--- src/rtl/pwm_dbuf10_pkg.sv ---
package pwm_dbuf10_pkg;
  localparam int DEF_PER_W  = 8;
  localparam int DEF_SUB_W  = 2;
  // control word layout: enable at bit 0, low duty bits above it
  localparam int CTL_EN_BIT = 0;
  localparam int CTL_LO_LSB = 1;
endpackage

--- src/rtl/pwm_dbuf10_regs.sv ---
module pwm_dbuf10_regs #(
  parameter int PER_W = 8,
  parameter int SUB_W = 2,
  localparam int DW   = PER_W + SUB_W
) (
  input  logic             clk,
  input  logic             rst_n,
  input  logic             per_we,
  input  logic [PER_W-1:0] per_wdata,
  input  logic             dhi_we,
  input  logic [PER_W-1:0] dhi_wdata,
  input  logic             ctl_we,
  input  logic [SUB_W:0]   ctl_wdata,
  output logic [PER_W-1:0] per_q,
  output logic [DW-1:0]    duty_m,
  output logic             en_q
);
  import pwm_dbuf10_pkg::*;

  logic [PER_W-1:0] dhi_q, dhi_nxt, per_nxt;
  logic [SUB_W-1:0] dlo_q, dlo_nxt;
  logic             en_nxt;

  always_comb begin
    per_nxt = per_q;
    dhi_nxt = dhi_q;
    dlo_nxt = dlo_q;
    en_nxt  = en_q;
    if (per_we) per_nxt = per_wdata;
    if (dhi_we) dhi_nxt = dhi_wdata;
    if (ctl_we) begin
      en_nxt  = ctl_wdata[CTL_EN_BIT];
      dlo_nxt = ctl_wdata[CTL_LO_LSB +: SUB_W];
    end
  end

  always_ff @(posedge clk or negedge rst_n) begin
    if (!rst_n) begin
      per_q <= '0;
      dhi_q <= '0;
      dlo_q <= '0;
      en_q  <= 1'b0;
    end else begin
      per_q <= per_nxt;
      dhi_q <= dhi_nxt;
      dlo_q <= dlo_nxt;
      en_q  <= en_nxt;
    end
  end

  assign duty_m = {dhi_q, dlo_q};

  a_r9_ctl_fields: assert property (@(posedge clk) disable iff (!rst_n)
    ctl_we |=> (en_q == $past(ctl_wdata[CTL_EN_BIT])) &&
               (duty_m[SUB_W-1:0] == $past(ctl_wdata[CTL_LO_LSB +: SUB_W])));
endmodule

--- src/rtl/pwm_dbuf10_tbase.sv ---
module pwm_dbuf10_tbase #(
  parameter int PER_W = 8,
  parameter int SUB_W = 2,
  localparam int DW   = PER_W + SUB_W
) (
  input  logic             clk,
  input  logic             rst_n,
  input  logic             en,
  input  logic [PER_W-1:0] per,
  output logic [DW-1:0]    tb_nxt,
  output logic             bnd
);
  logic [DW-1:0] tb_q;
  logic          run_q, run_nxt;
  logic          at_end;

  // end of period: upper part matches period while sub-count is at its top
  assign at_end = (tb_q == {per, {SUB_W{1'b1}}});

  always_comb begin
    bnd     = en && (!run_q || at_end);
    run_nxt = en;
    if (!en || bnd) tb_nxt = '0;
    else            tb_nxt = tb_q + 1'b1;
  end

  always_ff @(posedge clk or negedge rst_n) begin
    if (!rst_n) begin
      tb_q  <= '0;
      run_q <= 1'b0;
    end else begin
      tb_q  <= tb_nxt;
      run_q <= run_nxt;
    end
  end

  a_r7_hold_zero: assert property (@(posedge clk) disable iff (!rst_n)
    !en |=> (tb_q == '0) && !run_q);
  a_r2_wrap: assert property (@(posedge clk) disable iff (!rst_n)
    (en && run_q && at_end) |=> (tb_q == '0));
  a_r2_step: assert property (@(posedge clk) disable iff (!rst_n)
    (en && run_q && !at_end) |=> (tb_q == $past(tb_q) + 1'b1));
endmodule

--- src/rtl/pwm_dbuf10_olatch.sv ---
module pwm_dbuf10_olatch #(
  parameter int PER_W = 8,
  parameter int SUB_W = 2,
  localparam int DW   = PER_W + SUB_W
) (
  input  logic          clk,
  input  logic          rst_n,
  input  logic          en,
  input  logic          bnd,
  input  logic [DW-1:0] duty_m,
  input  logic [DW-1:0] tb_nxt,
  output logic          out_q
);
  logic [DW-1:0] slave_q, slave_nxt;
  logic          out_nxt;

  always_comb begin
    slave_nxt = slave_q;
    out_nxt   = out_q;
    if (!en) begin
      out_nxt = 1'b0;
    end else if (bnd) begin
      slave_nxt = duty_m;
      out_nxt   = (duty_m != '0);
    end else if (tb_nxt == slave_q) begin
      out_nxt = 1'b0;
    end
  end

  always_ff @(posedge clk or negedge rst_n) begin
    if (!rst_n) begin
      slave_q <= '0;
      out_q   <= 1'b0;
    end else begin
      slave_q <= slave_nxt;
      out_q   <= out_nxt;
    end
  end

  a_r6_slave_hold: assert property (@(posedge clk) disable iff (!rst_n)
    !bnd |=> $stable(slave_q));
  a_r8_load: assert property (@(posedge clk) disable iff (!rst_n)
    bnd |=> (slave_q == $past(duty_m)));
  a_r5_zero_low: assert property (@(posedge clk) disable iff (!rst_n)
    (bnd && (duty_m == '0)) |=> !out_q);
  a_r7_off_low: assert property (@(posedge clk) disable iff (!rst_n)
    !en |=> !out_q);
endmodule

--- src/rtl/pwm_dbuf10.sv ---
module pwm_dbuf10
  import pwm_dbuf10_pkg::*;
#(
  parameter int PER_W = DEF_PER_W,
  parameter int SUB_W = DEF_SUB_W,
  localparam int DW   = PER_W + SUB_W
) (
  input  logic             clk,
  input  logic             rst_n,
  input  logic             per_we,
  input  logic [PER_W-1:0] per_wdata,
  input  logic             dhi_we,
  input  logic [PER_W-1:0] dhi_wdata,
  input  logic             ctl_we,
  input  logic [SUB_W:0]   ctl_wdata,
  output logic             pwm_o
);
  logic [1:0]       rs_q;
  logic             rst_s_n;
  logic [PER_W-1:0] per_q;
  logic [DW-1:0]    duty_m, tb_nxt;
  logic             en_q, bnd;

  // reset asserts at once, releases two clocks later
  always_ff @(posedge clk or negedge rst_n) begin
    if (!rst_n) rs_q <= 2'b00;
    else        rs_q <= {rs_q[0], 1'b1};
  end
  assign rst_s_n = rs_q[1];

  pwm_dbuf10_regs #(.PER_W(PER_W), .SUB_W(SUB_W)) u_regs (
    .clk(clk), .rst_n(rst_s_n),
    .per_we(per_we), .per_wdata(per_wdata),
    .dhi_we(dhi_we), .dhi_wdata(dhi_wdata),
    .ctl_we(ctl_we), .ctl_wdata(ctl_wdata),
    .per_q(per_q), .duty_m(duty_m), .en_q(en_q)
  );

  pwm_dbuf10_tbase #(.PER_W(PER_W), .SUB_W(SUB_W)) u_tbase (
    .clk(clk), .rst_n(rst_s_n), .en(en_q), .per(per_q),
    .tb_nxt(tb_nxt), .bnd(bnd)
  );

  pwm_dbuf10_olatch #(.PER_W(PER_W), .SUB_W(SUB_W)) u_olatch (
    .clk(clk), .rst_n(rst_s_n), .en(en_q), .bnd(bnd),
    .duty_m(duty_m), .tb_nxt(tb_nxt), .out_q(pwm_o)
  );

  a_r1_reset_low: assert property (@(posedge clk)
    !rst_s_n |=> !pwm_o);
endmodule

--- config.mk ---
export PLATFORM = sky130hd
export DESIGN_NAME = pwm_dbuf10
export DESIGN_NICKNAME = d
export VERILOG_FILES = /design/src/rtl/pwm_dbuf10_pkg.sv /design/src/rtl/pwm_dbuf10_regs.sv /design/src/rtl/pwm_dbuf10_tbase.sv /design/src/rtl/pwm_dbuf10_olatch.sv /design/src/rtl/pwm_dbuf10.sv
export SDC_FILE = /design/constraint.sdc
export NUM_CORES = 1
export LEC_CHECK = 0
export BUFFER_PORTS_ARGS = -buffer_cell sky130_fd_sc_hd__buf_4
export CORE_ASPECT_RATIO = 0.75
export CORE_MARGIN = 2
export CORE_UTILIZATION = 35
export CTS_CLUSTER_DIAMETER = 60
export CTS_CLUSTER_SIZE = 25
export DETAILED_ROUTE_END_ITERATION = 10
export PLACE_DENSITY = 0.62
export SLEW_MARGIN = 20
export SYNTH_ARGS = -nofsm -noshare
export SYNTH_HDL_FRONTEND = slang
export SYNTH_SLANG_ARGS = --single-unit
--- constraint.sdc ---
create_clock -name clk -period 3.6 [get_ports clk]
set_input_delay 0.36 -clock clk [delete_from_list [all_inputs] [get_ports clk]]
set_output_delay 0.36 -clock clk [all_outputs]
set_load 0.005 [all_outputs]
==> results.sh <==
export IMPL_drtIter0Drc=69
export IMPL_relSlewSlack=0.502
export IMPL_firstDrtPassIters=4
export IMPL_ant_nets=0
export IMPL_place_congestion=0.788
export IMPL_worst_setup_path_type="flip-flop to flip-flop"
export IMPL_fin_crit_sh=0.595
export IMPL_critPathCaptureType="flip-flop"
export IMPL_io_pins=25
export IMPL_netlist_instances=158
export IMPL_place_inst=255
export IMPL_finalHoldViolCount=0
export IMPL_tightestPinTransition_ns=0.742
export IMPL_ctsResizeCount=0
export IMPL_r2r_end="u_olatch.out_q"
export IMPL_grt_max_degree=42
export IMPL_drv_cap=0
export IMPL_finalMaxSlewViolations=0
export IMPL_cp_endpoint="u_olatch.out_q"
export IMPL_core_area_sq_um=5380
export IMPL_cp_startpoint="u_tbase.tb_q[0]"
export IMPL_layout_common_cells="dfrtp_1 (43), mux2_2 (29), buf_4 (26)"
export IMPL_cp_start_kind="flip-flop"
export IMPL_irDropWorstVdd_v=0.000176
export IMPL_antenna_found_initial=0
export IMPL_ys_warn_count=0
export IMPL_cts_tree="built"
export IMPL_clkLatencyLatePin_ns=0.29
export IMPL_routed_via_density=4.73
export IMPL_fin_ws_ns=1.46
export IMPL_hold_path_class="flip-flop to asynchronous set/reset pin"
export IMPL_rr_worst_depth=7
export IMPL_area_delta_synth_final_pct=18.8
export IMPL_layout_cells_non_filler=263
export IMPL_power_density_nw_per_um2=458
export IMPL_cts_num_sinks=43
export IMPL_cts_buffers=5
export IMPL_skew_ns=0.00351
export IMPL_timing_rr_start="u_tbase.tb_q[0]"
export IMPL_cp_data_required_time_ns=3.76
export IMPL_detailed_place_hpwl_um=2550
export IMPL_path_clk_slew_ns=0.07
export IMPL_synth_cell_types=32
export IMPL_portBuffers=24
export IMPL_rsz0062_at_grt="false"
export IMPL_p_leak_nw=0.984
export IMPL_fin_nets=213
export IMPL_start_util=0.364
export IMPL_diodes=0
export IMPL_synth_top_cell_area_share=0.549
export IMPL_synthesis_area_sq_um=1960
export IMPL_grt_pass1_wl_um=6220
export IMPL_cts_setup_buffers=0
export IMPL_yosys_register_bits=43
export IMPL_h_tree_depth=2
export IMPL_arrival_ns=2.30
export IMPL_rows=23
export IMPL_yosysTopAreaCell="dfrtp_1"
export IMPL_post_route_min_period_ns=2.14
export IMPL_status="complete, no violations"
export IMPL_fp_dieW_um=90.4
export IMPL_setup_viol=0
export IMPL_gr_total_overflow=0
export IMPL_wl_per_cell_um=13.0
export IMPL_grt_pass1_vias=1301
export IMPL_fin_tns_setup_ns=0
export IMPL_drive_gt1_frac=0.351
export IMPL_timing_fmax_ghz=0.467
export IMPL_via_count=1245
export IMPL_die_h_um=68.8
export IMPL_mostFrequentLayoutCell="dfrtp_1"
export IMPL_cts_path_max_buffers=2
export IMPL_drt_wl_total_um=3410
export IMPL_drc=0
export IMPL_power_mw=1.07
export IMPL_syn_avg_cell_area_sq_um=12.4
export IMPL_synthTopCellsByArea="dfrtp_1 (55%), mux2_2 (17%), xnor2_1 (7.1%)"
export IMPL_preCtsSetupSlack_ns=1.47
export IMPL_reg2reg_slack_ns=1.46
export IMPL_gr_usage_all_layers=0.130
export IMPL_fp_dieArea_sq_um=6220
export IMPL_seq_area_frac_synth=0.549
export IMPL_crit_fanout=6
export IMPL_hold_ws_ns=0.291
export IMPL_synth_nets=183
export IMPL_cts_root_buf="clkbuf_8"
-- routing by layer --
layer | track usage | wire length, um | vias to the layer above | share of wire
met5 | 0 | 0 | - | 0
met4 | 0.0750 | 93 | 0 | 0.027
met3 | 0.0293 | 92 | 8 | 0.027
met2 | 0.202 | 1550 | 17 | 0.45
met1 | 0.172 | 1680 | 603 | 0.49
li1 | - | - | 617 | -
-- worst max-delay path: stages (launching register included) --
cell,delay (ns)
dfrtp_1,0.45
ha_1,0.25
nand3_1,0.16
xnor2_1,0.28
xnor2_1,0.10
a2111o_1,0.36
nor4_2,0.26
a41oi_1,0.14
-- final cells by class --
type                            instances  area [sq um]
Sequential cell                        43          1080
Clock inverter                          1          5.00
Tap cell                               75          93.8
Multi-Input combinational cell        105           845
Timing Repair Buffer                   27           205
Clock buffer                            6          82.6
Fill cell                             516          3050
Inverter                                6          22.5
-- cell usage after synthesis --
cell,instances
dfrtp_1,43
mux2_2,29
xnor2_1,16
nor2_1,13
inv_1,6
nand3_1,5
o21ai_0,5
a21oi_1,3
nand2_1,3
nor3_1,3
nor4_1,3
or3_1,3
xor2_1,3
and3_1,2
buf_2,2
clkbuf_1,2
nand4_1,2
a2111o_1,1
a2bb2oi_1,1
a41oi_1,1
and2_2,1
conb_1,1
ha_1,1
nand2b_1,1
nand4_2,1
nor4_2,1
o21bai_1,1
o221ai_1,1
o22ai_1,1
o31ai_2,1
or4_1,1
xnor3_1,1
-- power breakdown --
| part | switching, mW | total (mW) | internal [mW] |
|---|---|---|---|
| clock network | 0.149 | 0.300 | 0.150 |
| logic | 0.0657 | 0.172 | 0.106 |
| registers | 0.0531 | 0.596 | 0.543 |
| total | 0.268 | 1.07 | 0.799 |
-- stage by stage --
step	utilization	area [sq um]
after floorplan	-	1960
after global placement	0.415	2230
after detailed placement	0.415	2230
after CTS	0.433	2330
after global routing	0.433	2330
final	0.433	2330
-- worst min-delay path by stage --
stage	start	endpoint	slack (ns)	cells after the start
floorplan	rst_n	rs_q[0]	0.06	0
global placement	rst_n	rs_q[1]	0.14	1
detailed placement	rst_n	rs_q[1]	0.14	1
CTS	ctl_wdata[1]	u_regs.dlo_q[0]	0.28	2
global route	dhi_wdata[3]	u_regs.dhi_q[3]	0.28	2
finish	rs_q[1]	u_regs.per_q[0]	0.29	1
-- logic make-up after synthesis --
kind of cell,count (synthesis),synth area share
flops,43,0.549
other cells,1,0.00191
simple gates,39,0.107
compound gates,15,0.0530
xor+xnor,20,0.0964
buf+inv,10,0.0204
mux,29,0.167
fa+ha+maj,1,0.00638
-- state kept, by name, indices dropped and copies added, names as in the netlist --
| signal | count |
|---|---|
| u_regs.per_q | 8 |
| u_tbase.run_q | 1 |
| u_olatch.slave_q | 10 |
| rs_q | 2 |
| u_regs.en_q | 1 |
| u_tbase.tb_q | 10 |
| u_regs.dhi_q | 8 |
| u_olatch.out_q | 1 |
| u_regs.dlo_q | 2 |
-- what timing repair did --
item	4_1_cts	5_1_grt
hold buffers	1	0
setup endpoints to repair	0	0
hold endpoints to repair	2	0
(Power assumes the default switching activity.)
